<file path="src/rtl/fxc_pkg.sv">
package fxc_pkg;
  localparam int NIB_W    = 4;
  localparam int SYM_W    = 5;
  localparam int ADDR_W   = 5;
  localparam int LFSR_W   = 2 * ADDR_W + 1;
  localparam int LFSR_TAP = 9;

  typedef logic [SYM_W-1:0] sym_t;

  localparam sym_t SYM_I = 5'b11111;
  localparam sym_t SYM_J = 5'b11000;
  localparam sym_t SYM_K = 5'b10001;
  localparam sym_t SYM_T = 5'b01101;
  localparam sym_t SYM_R = 5'b00111;

  typedef enum logic [1:0] {ST_IDLE, ST_K, ST_DATA, ST_R} frm_st_e;

  // nibble to data code group
  function automatic sym_t enc_nib(input logic [NIB_W-1:0] n);
    sym_t s;
    case (n)
      4'h0: s = 5'b11110;
      4'h1: s = 5'b01001;
      4'h2: s = 5'b10100;
      4'h3: s = 5'b10101;
      4'h4: s = 5'b01010;
      4'h5: s = 5'b01011;
      4'h6: s = 5'b01110;
      4'h7: s = 5'b01111;
      4'h8: s = 5'b10010;
      4'h9: s = 5'b10011;
      4'hA: s = 5'b10110;
      4'hB: s = 5'b10111;
      4'hC: s = 5'b11010;
      4'hD: s = 5'b11011;
      4'hE: s = 5'b11100;
      default: s = 5'b11101;
    endcase
    return s;
  endfunction

  // address-dependent scrambler seed, never zero
  function automatic logic [LFSR_W-1:0] seed_of(input logic [ADDR_W-1:0] a);
    return {a, ~a, 1'b1};
  endfunction
endpackage

</file>
<file path="src/rtl/fxc_framer.sv">
module fxc_framer
  import fxc_pkg::*;
(
  input  logic             clk,
  input  logic             rst_n,
  input  logic             take,
  input  logic             txen,
  input  logic [NIB_W-1:0] txd,
  input  logic             enc_byp,
  output sym_t             grp_next,
  output frm_st_e          state
);
  frm_st_e st_nx;

  always_comb begin
    grp_next = SYM_I;
    st_nx    = ST_IDLE;
    if (enc_byp) begin
      grp_next = {txen, txd};
      st_nx    = ST_IDLE;
    end else begin
      case (state)
        ST_IDLE: begin
          grp_next = txen ? SYM_J : SYM_I;
          st_nx    = txen ? ST_K : ST_IDLE;
        end
        ST_K: begin
          grp_next = SYM_K;
          st_nx    = ST_DATA;
        end
        ST_DATA: begin
          grp_next = txen ? enc_nib(txd) : SYM_T;
          st_nx    = txen ? ST_DATA : ST_R;
        end
        default: begin
          grp_next = SYM_R;
          st_nx    = ST_IDLE;
        end
      endcase
    end
  end

  always_ff @(posedge clk) begin
    if (!rst_n)    state <= ST_IDLE;
    else if (take) state <= st_nx;
  end
endmodule

</file>
<file path="src/rtl/fxc_serializer.sv">
module fxc_serializer #(
  parameter int               SYM_W   = 5,
  parameter logic [SYM_W-1:0] RST_SYM = '1
) (
  input  logic             clk,
  input  logic             rst_n,
  input  logic [SYM_W-1:0] grp_in,
  output logic             take,
  output logic             plain_bit,
  output logic [SYM_W-1:0] grp_q
);
  localparam int             CNT_W = $clog2(SYM_W);
  localparam logic [CNT_W-1:0] LAST = CNT_W'(SYM_W - 1);

  logic [CNT_W-1:0] bcnt;
  logic [SYM_W-1:0] sh;

  assign take      = (bcnt == LAST);
  assign plain_bit = sh[SYM_W-1];

  always_ff @(posedge clk) begin
    if (!rst_n) begin
      bcnt  <= '0;
      sh    <= RST_SYM;
      grp_q <= RST_SYM;
    end else if (take) begin
      bcnt  <= '0;
      sh    <= grp_in;
      grp_q <= grp_in;
    end else begin
      bcnt  <= bcnt + 1'b1;
      sh    <= {sh[SYM_W-2:0], 1'b0};
    end
  end
endmodule

</file>
<file path="src/rtl/fxc_scrambler.sv">
module fxc_scrambler #(
  parameter int W   = 11,
  parameter int TAP = 9
) (
  input  logic         clk,
  input  logic         rst_n,
  input  logic [W-1:0] seed,
  input  logic         plain_bit,
  input  logic         bypass,
  output logic         scr_bit,
  output logic [W-1:0] state
);
  logic key;

  assign key     = state[W-1] ^ state[TAP-1];
  assign scr_bit = plain_bit ^ (key & ~bypass);

  always_ff @(posedge clk) begin
    if (!rst_n) state <= seed;
    else        state <= {state[W-2:0], key};
  end
endmodule

</file>
<file path="src/rtl/fxc_tx_coder.sv">
module fxc_tx_coder
  import fxc_pkg::*;
(
  input  logic              clk,
  input  logic              rst_n,
  input  logic [ADDR_W-1:0] phy_addr,
  input  logic              enc_byp,
  input  logic              scr_byp,
  input  logic              txen,
  input  logic [NIB_W-1:0]  txd,
  output logic              nib_take,
  output logic              tx_bit
);
  sym_t              grp_next;
  sym_t              grp_q;
  frm_st_e           frm_state;
  logic              plain_bit;
  logic              scr_bit;
  logic [LFSR_W-1:0] lfsr_q;
  logic              line_q;

  fxc_framer u_frm (
    .clk(clk), .rst_n(rst_n), .take(nib_take), .txen(txen), .txd(txd),
    .enc_byp(enc_byp), .grp_next(grp_next), .state(frm_state)
  );

  fxc_serializer #(.SYM_W(SYM_W), .RST_SYM(SYM_I)) u_ser (
    .clk(clk), .rst_n(rst_n), .grp_in(grp_next), .take(nib_take),
    .plain_bit(plain_bit), .grp_q(grp_q)
  );

  fxc_scrambler #(.W(LFSR_W), .TAP(LFSR_TAP)) u_scr (
    .clk(clk), .rst_n(rst_n), .seed(seed_of(phy_addr)), .plain_bit(plain_bit),
    .bypass(scr_byp), .scr_bit(scr_bit), .state(lfsr_q)
  );

  always_ff @(posedge clk) begin
    if (!rst_n) line_q <= 1'b0;
    else        line_q <= line_q ^ scr_bit;
  end

  assign tx_bit = line_q;
endmodule

</file>
<file path="config.mk">
export PLATFORM = sky130hd
export DESIGN_NAME = fxc_tx_coder
export DESIGN_NICKNAME = d
export VERILOG_FILES = /design/src/rtl/fxc_pkg.sv /design/src/rtl/fxc_framer.sv /design/src/rtl/fxc_serializer.sv /design/src/rtl/fxc_scrambler.sv /design/src/rtl/fxc_tx_coder.sv
export SDC_FILE = /design/constraint.sdc
export NUM_CORES = 1
export LEC_CHECK = 0
export ABC_AREA = 1
export BUFFER_PORTS_ARGS = -buffer_cell sky130_fd_sc_hd__buf_2
export CAP_MARGIN = 20
export CORE_AREA = 2 2 49 51
export CTS_BUF_LIST = sky130_fd_sc_hd__clkbuf_2 sky130_fd_sc_hd__clkbuf_4 sky130_fd_sc_hd__clkbuf_8
export DETAILED_ROUTE_END_ITERATION = 12
export DIE_AREA = 0 0 51 53
export GPL_TIMING_DRIVEN = 0
export PLACE_DENSITY = 0.68
export SLEW_MARGIN = 20
export SYNTH_ARGS = -nofsm -noshare
export SYNTH_HDL_FRONTEND = slang
export SYNTH_SLANG_ARGS = --single-unit
</file>
<file path="constraint.sdc">
create_clock -name clk -period 1.45 [get_ports clk]
set_input_delay 0 -clock clk [delete_from_list [all_inputs] [get_ports clk]]
set_output_delay 0 -clock clk [all_outputs]
set_load 0.05 [all_outputs]
</file>
==> metrics.csv <==
stage,metric,value,unit
floorplanning,chipHeight,53,microns
worst_setup_path,rr_worst_depth,8,
placed_design,dpl-instance-area,1090,sq um
sta,timing.setup.tns,0,ns
sta,timing_max_transition_violations_final,0,
synthesis,synth_seq_area_share,44.96,%
floorplanning,die_area,2703,sq um
power_and_ir_drop,share_seq_of_total_power,56.2,%
power_and_ir_drop,pleak,0.5943,nW
synthesis,syn_avg_cell_area,7.366,sq um
synthesis,syn_inst,133,
worst_setup_path,end_of_the_worst_register_to_register_path,u_ser.sh[4],
placed_design,place_congestion,0.8181,
sta,final_hold_violations,0,
power_and_ir_drop,share_clk_of_total_power,27.2,%
power_and_ir_drop,comb_power_share,16.6,%
route,drt.antenna.violating_nets,0,
sta,worst-slew-pin-transition,0.2808,ns
synthesis,synth.top_cells.by_area,"dfxtp_1 45%, nand2_1 16%, ha_1 7.7%",
route,vias_per_cell,4.620,
clock_network,insertion_delay,0.30,ns
global_route,met2_track_utilization_from_global_routing,24.89,%
placed_design,post-place-cells,176,
global_route,globalRoute.totalOverflow,0,
global_route,largest_net_degree_at_the_start_of_global_routing,13,
sta,final_min_period_over_clock_period,90.10,%
route,dr.first_iter.drc_count,5,
hold_path,timing.hold.worst_path_depth,3,
global_route,globalRouteMet1Util,19.37,%
worst_setup_path,worst-endpoint-arrival,1.31,ns
placed_design,port_buffers,15,
route,drt_drc_violations_left,0,
clock_network,clock_tree.buffer_depth,2,
layout,drive_above_1_share,15.09,%
synthesis,synth_warnings,0,
layout,final_area,1200,sq um
floorplanning,num_io_pins,16,
power_and_ir_drop,peakVddDrop,0.0007387,V
clock_network,cts_tree,yes,
layout,final-instance-count-excl-fill,187,
layout,layout.cells.most_common,nand2_1,
sta,final_number_of_setup_violating_endpoints,0,
sta,fmaxAchievable,765.4,MHz
global_route,grt.total_usage,15.49,%
power_and_ir_drop,sw_frac_of_total,25.81,%
worst_setup_path,timing.critical_path.fanout_max,6,
hold_path,worstHoldPathType,primary input to register,
clock_network,cts_root_buffer,clkbuf_4,
worst_setup_path,setup_slack_on_the_worst_flop_to_flop_path,0.24,ns
floorplanning,num_rows,17,
worst_setup_path,required,1.45,ns
synthesis,count_of_unique_library_cells_instantiated_by_yosys,19,
flow_run,max_cap_viol_count,0,
sta,hold-worst-slack,0.01476,ns
clock_network,clock_sink_count,22,
synthesis,synth.cell_area,979.7,sq um
route,vias,864,
power_and_ir_drop,power_density,1009,nW/um^2
sta,rsz0062_at_grt,no,
layout,area_growth,22.48,%
placed_design,dp_wirelength,1397,microns
global_route,vias_in_the_first_global_route,749,
floorplanning,core_area,2148,sq um
hold_path,worst_hold_path.endpoint,u_ser.sh[0],
clock_network,cts_buffers,3,
power_and_ir_drop,p_int,898.6,uW
sta,slew-limit-headroom,81.15,%
layout,layout_common_cells,"42 x nand2_1, 21 x dfxtp_1, 16 x buf_2, 15 x nor2_1, 13 x inv_1",
floorplanning,chipWidth,51,microns
route,drt_pass1_iterations,5,
hold_path,hold_path_startpoint,txd[0],
route,detail_route.wl_per_cell,9.727,microns
synthesis,netlist.area_leader.share,44.96,%
route,detail_route.wirelength,1819,microns
global_route,grt-busiest-layer,met2,
synthesis,yosys.area.top_type,dfxtp_1,
clock_network,ctsHtreeMaxLevel,1,
worst_setup_path,criticalPathCategory,register to primary output,
sta,fin_crit,1.306,ns
floorplanning,initial_util,45.60,%
clock_network,clkSlewWorstSetupHoldPaths,0.11,ns
worst_setup_path,timing.critical_path.to_type,primary output,
sta,fin_skew,0.0008255,ns
worst_setup_path,startpoint_of_the_most_critical_register_to_register_path,u_frm.state[0],
power_and_ir_drop,power_switching,312.6,uW
global_route,grt_first_pass_wirelength,3105,microns
worst_setup_path,critPathLaunchType,register,
synthesis,yosys_register_bits,22,
layout,antennaDiodeCount,0,
global_route,use_met3,5.085,%
synthesis,synth.net_count,153,
status,status,completed,
layout,finish.net_count,180,
global_route,antenna_violations_before_repair,0,
## kinds of logic (layout without fill, tap and decap cells)
| group | after synthesis | count (layout) | synth area share [%] |
|---|---|---|---|
| XOR/XNOR | 3 | 3 | 2.682 |
| buffers and inverters | 16 | 42 | 6.386 |
| AO/OA/AOI/OAI | 20 | 20 | 11.37 |
| flip-flops | 22 | 22 | 44.96 |
| AND/OR/NAND/NOR | 66 | 66 | 26.95 |
| adder cells (fa/ha/maj) | 6 | 6 | 7.663 |
## area by class of cell
class | instances | area, sq um
Buffer | 2 | 10.01
Clock buffer | 4 | 36.28
Multi-Input combinational cell | 95 | 476.7
Fill cell | 222 | 948.4
Sequential cell | 22 | 441.7
Timing Repair Buffer | 22 | 147.6
Tap cell | 28 | 35.03
Inverter | 14 | 52.55
## cells in the mapped netlist
cell	number
buf_2	2
a21oi_1	7
nor2_1	15
nand2_1	42
dfxtp_1	22
xnor2_1	2
ha_1	6
nand4_1	2
o21ai_0	8
xor2_1	1
o21a_1	3
and2_1	1
a31oi_1	1
nor3_1	1
o21bai_1	1
inv_2	1
inv_1	13
nand3_1	4
nand2_2	1
## power groups by stage
| stage | sequential (mW) | clock, mW | combinational [mW] |
|---|---|---|---|
| after global placement | 0.693 | 0 | 0.179 |
| after global routing | 0.687 | 0.364 | 0.230 |
| after detailed placement | 0.695 | 0 | 0.184 |
| after CTS | 0.681 | 0.340 | 0.201 |
| final | 0.681 | 0.329 | 0.201 |
| after floorplan | 0.706 | 0 | 0.113 |
## timing repair
action | 4_1_cts | 5_1_grt
setup buffers | 0 | 0
endpoints found under the setup margin | 0 | 1
hold buffers | 7 | 0
endpoints found under the hold margin | 11 | 0
resized for setup | 0 | 3
## worst max path at each step
stage	cells past startpoint	to	from	slack [ns]
global route	5	nib_take	u_ser.bcnt[0]	0.03
CTS	5	nib_take	u_ser.bcnt[0]	0.08
floorplan	7	u_ser.sh[3]	u_ser.bcnt[0]	0.08
detailed placement	8	u_ser.sh[4]	u_frm.state[0]	0.25
global placement	6	u_ser.sh[4]	u_ser.bcnt[0]	0.28
finish	5	nib_take	u_ser.bcnt[0]	0.14
## worst max-delay path, cell delays in order, from the launching register on
cell,delay [ns]
dfxtp_2,0.36
inv_1,0.04
ha_1,0.19
nand2_2,0.12
inv_1,0.10
buf_4,0.20
## per-stage QoR
step / total power [mW] / util (%) / worst slack (ns)
CTS: 1.222 / 55.68 / 0.07550
detailed placement: 0.8793 / 50.73 / 0.2514
global route: 1.281 / 55.85 / 0.03428
finish: 1.211 / 55.85 / 0.1436
global placement: 0.8720 / 50.73 / 0.2753
floorplan: 0.8191 / - / 0.08279
## sequential cells by signal, indices dropped and copies added, names as in the netlist
register / flops
u_ser.sh: 5
tx_bit: 1
u_frm.state: 2
u_scr.state: 11
u_ser.bcnt: 3
## per-layer routing
layer | routed length, microns | share of wire (%) | up-vias
li1 | - | - | 470
met1 | 913 | 50 | 377
met2 | 813 | 45 | 12
met3 | 69 | 3.8 | 5
met4 | 23 | 1.3 | 0
met5 | 0 | 0 | -
Power figures use the tool's default switching activity.
